--- config.mk ---
export PLATFORM = sky130hd
export DESIGN_NAME = rshift_unit
export DESIGN_NICKNAME = d
export VERILOG_FILES = /design/src/rtl/rshift_pkg.sv /design/src/rtl/rshift_lane.sv /design/src/rtl/rshift_lane_array.sv /design/src/rtl/rshift_unit.sv
export SDC_FILE = /design/constraint.sdc
export NUM_CORES = 2
export LEC_CHECK = 0
export ABC_AREA = 0
export BUFFER_PORTS_ARGS = -buffer_cell sky130_fd_sc_hd__buf_2
export CAP_MARGIN = 5
export CELL_PAD_IN_SITES_DETAIL_PLACEMENT = 1
export CELL_PAD_IN_SITES_GLOBAL_PLACEMENT = 1
export CORE_MARGIN = 2
export CORE_UTILIZATION = 35
export CTS_BUF_LIST = sky130_fd_sc_hd__clkbuf_4 sky130_fd_sc_hd__clkbuf_8
export CTS_CLUSTER_DIAMETER = 120
export DETAILED_ROUTE_END_ITERATION = 6
export HOLD_SLACK_MARGIN = 0.08
export PLACE_DENSITY = 0.63
export SLEW_MARGIN = 20
export SYNTH_ARGS = -nofsm -noshare
export SYNTH_HDL_FRONTEND = slang
export SYNTH_SLANG_ARGS = --single-unit
--- constraint.sdc ---
create_clock -name clk -period 32.2 [get_ports clk]
set_clock_uncertainty 0.15 [all_clocks]
set_input_delay 6.44 -clock clk [delete_from_list [all_inputs] [get_ports clk]]
set_output_delay 6.44 -clock clk [all_outputs]
set_load 0.05 [all_outputs]
--- src/rtl/rshift_pkg.sv ---
package rshift_pkg;
  localparam int NUM_MODES = 4;
  localparam int MIN_LANE_W = 8;

  typedef enum logic [1:0] {
    LM_W8  = 2'd0,
    LM_W16 = 2'd1,
    LM_W32 = 2'd2,
    LM_W64 = 2'd3
  } lane_mode_e;

  function automatic int mode_lane_width(input int mode);
    return MIN_LANE_W << mode;
  endfunction
endpackage

--- src/rtl/rshift_lane.sv ---
module rshift_lane #(
  parameter int W     = 8,
  parameter int AMT_W = 8
) (
  input  logic [W-1:0]     d,
  input  logic [AMT_W-1:0] amt,
  input  logic             sgn,
  output logic [W-1:0]     q
);
  // two guard bits keep the rounding carry
  localparam int EW = W + 2;

  int                    a;
  int                    n;
  logic [EW-1:0]         ext;
  logic [EW-1:0]         sum;
  logic signed [EW-1:0]  shr;

  always_comb begin
    a   = int'($signed(amt));
    n   = -a;
    ext = sgn ? {{2{d[W-1]}}, d} : {2'b00, d};
    sum = '0;
    shr = '0;
    q   = '0;
    if (a >= 0) begin
      // left: overflow past the lane top is dropped
      if (a < W) q = d << a;
      else       q = '0;
    end else if (n > W) begin
      q = sgn ? {W{d[W-1]}} : '0;
    end else begin
      // n in 1..W: add half an LSB at extended width, then shift
      sum = ext + (EW'(1) << (n - 1));
      shr = $signed(sum) >>> n;
      q   = shr[W-1:0];
    end
  end
endmodule

--- src/rtl/rshift_lane_array.sv ---
module rshift_lane_array #(
  parameter int DATA_W = 64,
  parameter int LANE_W = 8,
  parameter int AMT_W  = 8
) (
  input  logic [DATA_W-1:0] data_i,
  input  logic [DATA_W-1:0] shift_i,
  input  logic              sgn_i,
  output logic [DATA_W-1:0] res_o
);
  localparam int LANES = DATA_W / LANE_W;

  // upper shift-lane bits are deliberately ignored
  logic unused_shift_bits;
  assign unused_shift_bits = ^shift_i;

  for (genvar i = 0; i < LANES; i++) begin : g_lane
    rshift_lane #(.W(LANE_W), .AMT_W(AMT_W)) u_lane (
      .d   (data_i[i*LANE_W +: LANE_W]),
      .amt (shift_i[i*LANE_W +: AMT_W]),
      .sgn (sgn_i),
      .q   (res_o[i*LANE_W +: LANE_W])
    );
  end
endmodule

--- src/rtl/rshift_unit.sv ---
module rshift_unit
  import rshift_pkg::*;
#(
  parameter int DATA_W = 64,
  parameter int AMT_W  = 8
) (
  input  logic              clk,
  input  logic              rst,
  input  logic              in_valid,
  input  logic [DATA_W-1:0] op_data,
  input  logic [DATA_W-1:0] op_shift,
  input  logic [1:0]        lane_sel,
  input  logic              is_signed,
  output logic              out_valid,
  output logic [DATA_W-1:0] out_data
);
  logic [NUM_MODES-1:0][DATA_W-1:0] mode_res;

  for (genvar g = 0; g < NUM_MODES; g++) begin : g_mode
    rshift_lane_array #(
      .DATA_W (DATA_W),
      .LANE_W (mode_lane_width(g)),
      .AMT_W  (AMT_W)
    ) u_arr (
      .data_i  (op_data),
      .shift_i (op_shift),
      .sgn_i   (is_signed),
      .res_o   (mode_res[g])
    );
  end

  always_ff @(posedge clk) begin
    if (rst) begin
      out_valid <= 1'b0;
      out_data  <= '0;
    end else begin
      out_valid <= in_valid;
      if (in_valid) out_data <= mode_res[lane_sel];
    end
  end

  // valid follows the input one cycle later
  assert_latency_R7: assert property (@(posedge clk) disable iff (rst)
    in_valid |=> out_valid);
  assert_idle_R7: assert property (@(posedge clk) disable iff (rst)
    !in_valid |=> !out_valid);
  // idle cycles keep the result
  assert_hold_R8: assert property (@(posedge clk) disable iff (rst)
    !in_valid |=> $stable(out_data));
  // zero amount on the single wide lane passes data unchanged
  assert_zero_amt_R3: assert property (@(posedge clk) disable iff (rst)
    (in_valid && lane_sel == LM_W64 && op_shift[AMT_W-1:0] == '0)
      |=> out_data == $past(op_data));
  // amount at or beyond the width clears the wide lane
  assert_left_big_R3: assert property (@(posedge clk) disable iff (rst)
    (in_valid && lane_sel == LM_W64 && !op_shift[AMT_W-1]
       && int'(op_shift[AMT_W-1:0]) >= DATA_W)
      |=> out_data == '0);
  // below minus width, unsigned gives zero
  assert_uns_below_R6: assert property (@(posedge clk) disable iff (rst)
    (in_valid && lane_sel == LM_W64 && !is_signed
       && int'($signed(op_shift[AMT_W-1:0])) < -DATA_W)
      |=> out_data == '0);
  // below minus width, signed replicates the sign
  assert_sgn_below_R6: assert property (@(posedge clk) disable iff (rst)
    (in_valid && lane_sel == LM_W64 && is_signed
       && int'($signed(op_shift[AMT_W-1:0])) < -DATA_W)
      |=> out_data == {DATA_W{$past(op_data[DATA_W-1])}});
endmodule

==> metrics.csv <==
stage,metric,value,unit
power_and_ir_drop,Reg power frac,9.8,%
yosys,Synth Register Bits,65,
timing,max-slew violation count,0,
floorplan,Die X,403,µm
worst_setup_path,slowest CP cell,inv_4,
global_route,Total Routing Usage GR,42.7,%
floorplan,core area,158000,µm²
clock_network,Worst-Skew Late Latency,0.44,ns
outcome,status,"finished, final reports clean",
yosys,"top cells by area, synth","ha_1 8.1%, nor2_1 7.5%, nand2_1 6.5%",
clock_network,CTS Buf Count,9,
yosys,register area share after synthesis,2.33,%
final_layout,share of layout cells above drive strength 1,8.66,%
clock_network,root buf cell,clkbuf_8,
yosys,Syn Nets,9402,
final_layout,Finished Cell Area,58900,µm²
timing,final worst path period share,55.5,%
power_and_ir_drop,worst vdd ir,13.4,µV
place,Final GP Congestion,1.08,
floorplan,die height,403,µm
global_route,initial antenna violation count,40,
detailed_routing,vias,76800,
timing,top achievable clock speed,56.0,MHz
yosys,synthesized instance count,8892,
clock_network,clk buf depth,2,
final_layout,Storage cell area,1300,µm²
power_and_ir_drop,Leakage,21.9,nW
yosys,yosys warns,0,
clock_network,setup bufs post-CTS,0,
global_route,GR Overflow Total,0,
timing,setup TNS,0,ns
power_and_ir_drop,Sw Share,65.4,%
detailed_routing,drt total wl,365000,µm
place,dpl cell area,58600,µm²
timing,Fin. Hold Viols,0,
clock_network,clk sinks,65,
yosys,leading area contributor after synthesis,ha_1,
detailed_routing,residual DRC count,0,
detailed_routing,drt initial violations,9714,
detailed_routing,Routed met1 length,145000,µm
worst_setup_path,peak fanout along the critical path,78,
timing,Final setup viols,0,
hold_path,Worst Hold Class,reg2reg,
clock_network,clock transition at the registers of the reported paths,0.11,ns
global_route,largest net degree at the start of global routing,120,
final_layout,Total Nets Final,9163,
clock_network,post_cts resized,0,
yosys,Mapped Avg Cell Area,6.27,µm²
timing,hold_ws,0.337,ns
power_and_ir_drop,Cell Int Power,348,µW
yosys,Synth cell types,113,
worst_setup_path,Crit. End Element,register,
power_and_ir_drop,cell area power density,17.1,nW/µm²
detailed_routing,max layer used,met5,
worst_setup_path,CP max stage delay,0.76,ns
run,Max-Cap Viols,0,
worst_setup_path,Worst Path Required,32.36,ns
yosys,"FFs w/ async S/R, synth",0,%
clock_network,CTS tree,done,
clock_network,H-Tree Depth,3,
detailed_routing,post-route ant nets,0,
detailed_routing,DRT Pass-1 Iters,7,
worst_setup_path,critical path type,in2reg,
worst_setup_path,launching element type of the critical path,primary input,
global_route,number of global-route vias before repair,73700,
timing,Slew @ Worst Pin,1.24,ns
place,hpwl dp,283000,µm
timing,Max-slew headroom,17.1,%
timing,fin crit period,17.87,ns
detailed_routing,Vias/cell,7.14,
detailed_routing,Met3 Wirelength,32700,µm
power_and_ir_drop,logic gate share of total power,81.3,%
power_and_ir_drop,Clk pwr share,8.9,%
global_route,first-pass GRT wire length,523000,µm
floorplan,initial core utilization,35.2,%
yosys,mapped cell area,55800,µm²
final_layout,fill count,20800,
final_layout,Synth-to-Final Area Change,5.52,%
yosys,"EDFF count, synth",0,
yosys,main flop type after synthesis,dfxtp_1,
floorplan,# IOs,199,
timing,unrepaired setup endpoints after global routing,false,
clock_network,hold_buf cts,0,
detailed_routing,drt wl/cell,33.9,µm
power_and_ir_drop,P_sw,656,µW
worst_setup_path,CP arrival,18.03,ns
worst_setup_path,"most used cell, CP",nand3_1,
final_layout,fin util,37.2,%
floorplan,Row Count,146,
detailed_routing,routed wl met2,157000,µm
place,number of buffers added on ports,198,
floorplan,DIE AREA,163000,µm²
yosys,share of the synthesized area in the top cell type,8.10,%
final_layout,area of the multi-input gates,51500,µm²
==> cell usage in the layout (no fill, tap or decap), types with 37 or more instances in the layout <==
| cell type | count |
|---|---|
| a31oi_1 | 167 |
| inv_1 | 169 |
| nand2b_1 | 68 |
| mux2i_1 | 305 |
| o21ai_0 | 680 |
| o22ai_1 | 96 |
| dfxtp_1 | 65 |
| nand2_1 | 967 |
| a211oi_1 | 197 |
| nor4_1 | 114 |
| a221o_1 | 38 |
| xnor2_1 | 177 |
| o221ai_1 | 43 |
| buf_2 | 192 |
| or2_2 | 59 |
| and2_1 | 83 |
| and3_1 | 88 |
| a2111oi_0 | 54 |
| or3_1 | 119 |
| a22oi_1 | 39 |
| buf_4 | 193 |
| nand3_1 | 349 |
| nor2b_1 | 57 |
| ha_1 | 359 |
| a21o_1 | 118 |
| mux2_2 | 100 |
| a211o_1 | 48 |
| nor3_1 | 403 |
| mux4_2 | 54 |
| o31a_1 | 37 |
| nor2_1 | 1103 |
| o211ai_1 | 150 |
| nand4_1 | 107 |
| a21oi_1 | 716 |
| o31ai_1 | 99 |
| o21a_1 | 96 |
| a221oi_1 | 57 |
| xor2_1 | 87 |
| o2111ai_1 | 53 |
==> cell families after synthesis <==
| family | after synthesis | share of synthesized area [%] |
|---|---|---|
| compound gates | 3170 | 37.9 |
| xor+xnor | 278 | 4.44 |
| fa+ha+maj | 376 | 8.64 |
| buf+inv | 828 | 5.64 |
| flops | 65 | 2.33 |
| mux | 460 | 9.70 |
| simple gates | 3715 | 31.3 |
==> worst paths after layout <==
check | end | slack [ns] | cells after the start | from
max | out_data[8] | 14.33 | 31 | op_shift[0]
min | out_data[24] | 0.34 | 2 | out_data[24]
max reg2reg | out_data[10] | 29.97 | 5 | out_data[10]
min reg2reg | out_data[24] | 0.34 | 2 | out_data[24]
==> per-stage QoR <==
stage                     cells  setup WS, ns  total power, mW
after floorplan            8892         15.98            0.570
after global placement    10700         14.46            0.868
after global routing      10700         13.63             1.04
final                     10800         14.33             1.00
after CTS                 10700         14.86            0.964
after detailed placement  10700         14.42            0.875
==> Yosys cell counts (all sizes together), types with 150 or more instances <==
cell type and number:
a211oi 203, a21oi 719, a31oi 167, clkbuf 503, ha 361, inv 179, mux2i 305, nand2 969
nand3 349, nor2 1112, nor3 406, o211ai 150, o21ai 707, xnor2 186
==> layer usage <==
layer  GRT usage (%)  vias up
li1                -    33500
met1            53.3    37800
met2            65.8     4291
met3            8.26     1111
met4            29.8       28
met5          0.0297        -
==> power groups by stage <==
stage / clock network (mW) / registers [mW] / logic [mW]
floorplan: 0 / 0.112 / 0.459
global placement: 0 / 0.0993 / 0.769
detailed placement: 0 / 0.0992 / 0.776
CTS: 0.0871 / 0.0974 / 0.780
global route: 0.0897 / 0.0977 / 0.848
finish: 0.0890 / 0.0983 / 0.816
==> critical path, delay by kind of cell <==
kind                     cells  cell delay, ns
AND/OR/NAND/NOR             14            5.23
buffers and inverters        4            1.66
adder cells (fa/ha/maj)      3            1.24
AO/OA/AOI/OAI               10            3.39
==> registers in the layout, indices dropped and copies added, names as in the netlist <==
name	count
out_data	64
out_valid	1
==> area by class of cell <==
class,instances,share of cell area [%]
diodes,20,0.0850
repair buffers,388,4.17
clock inverters,4,0.0872
inverters,190,1.22
flip-flops and latches,65,2.21
clock buffers,12,0.259
well taps,2072,4.40
multi-input cells,7999,87.6
Power figures use the tool's default switching activity.
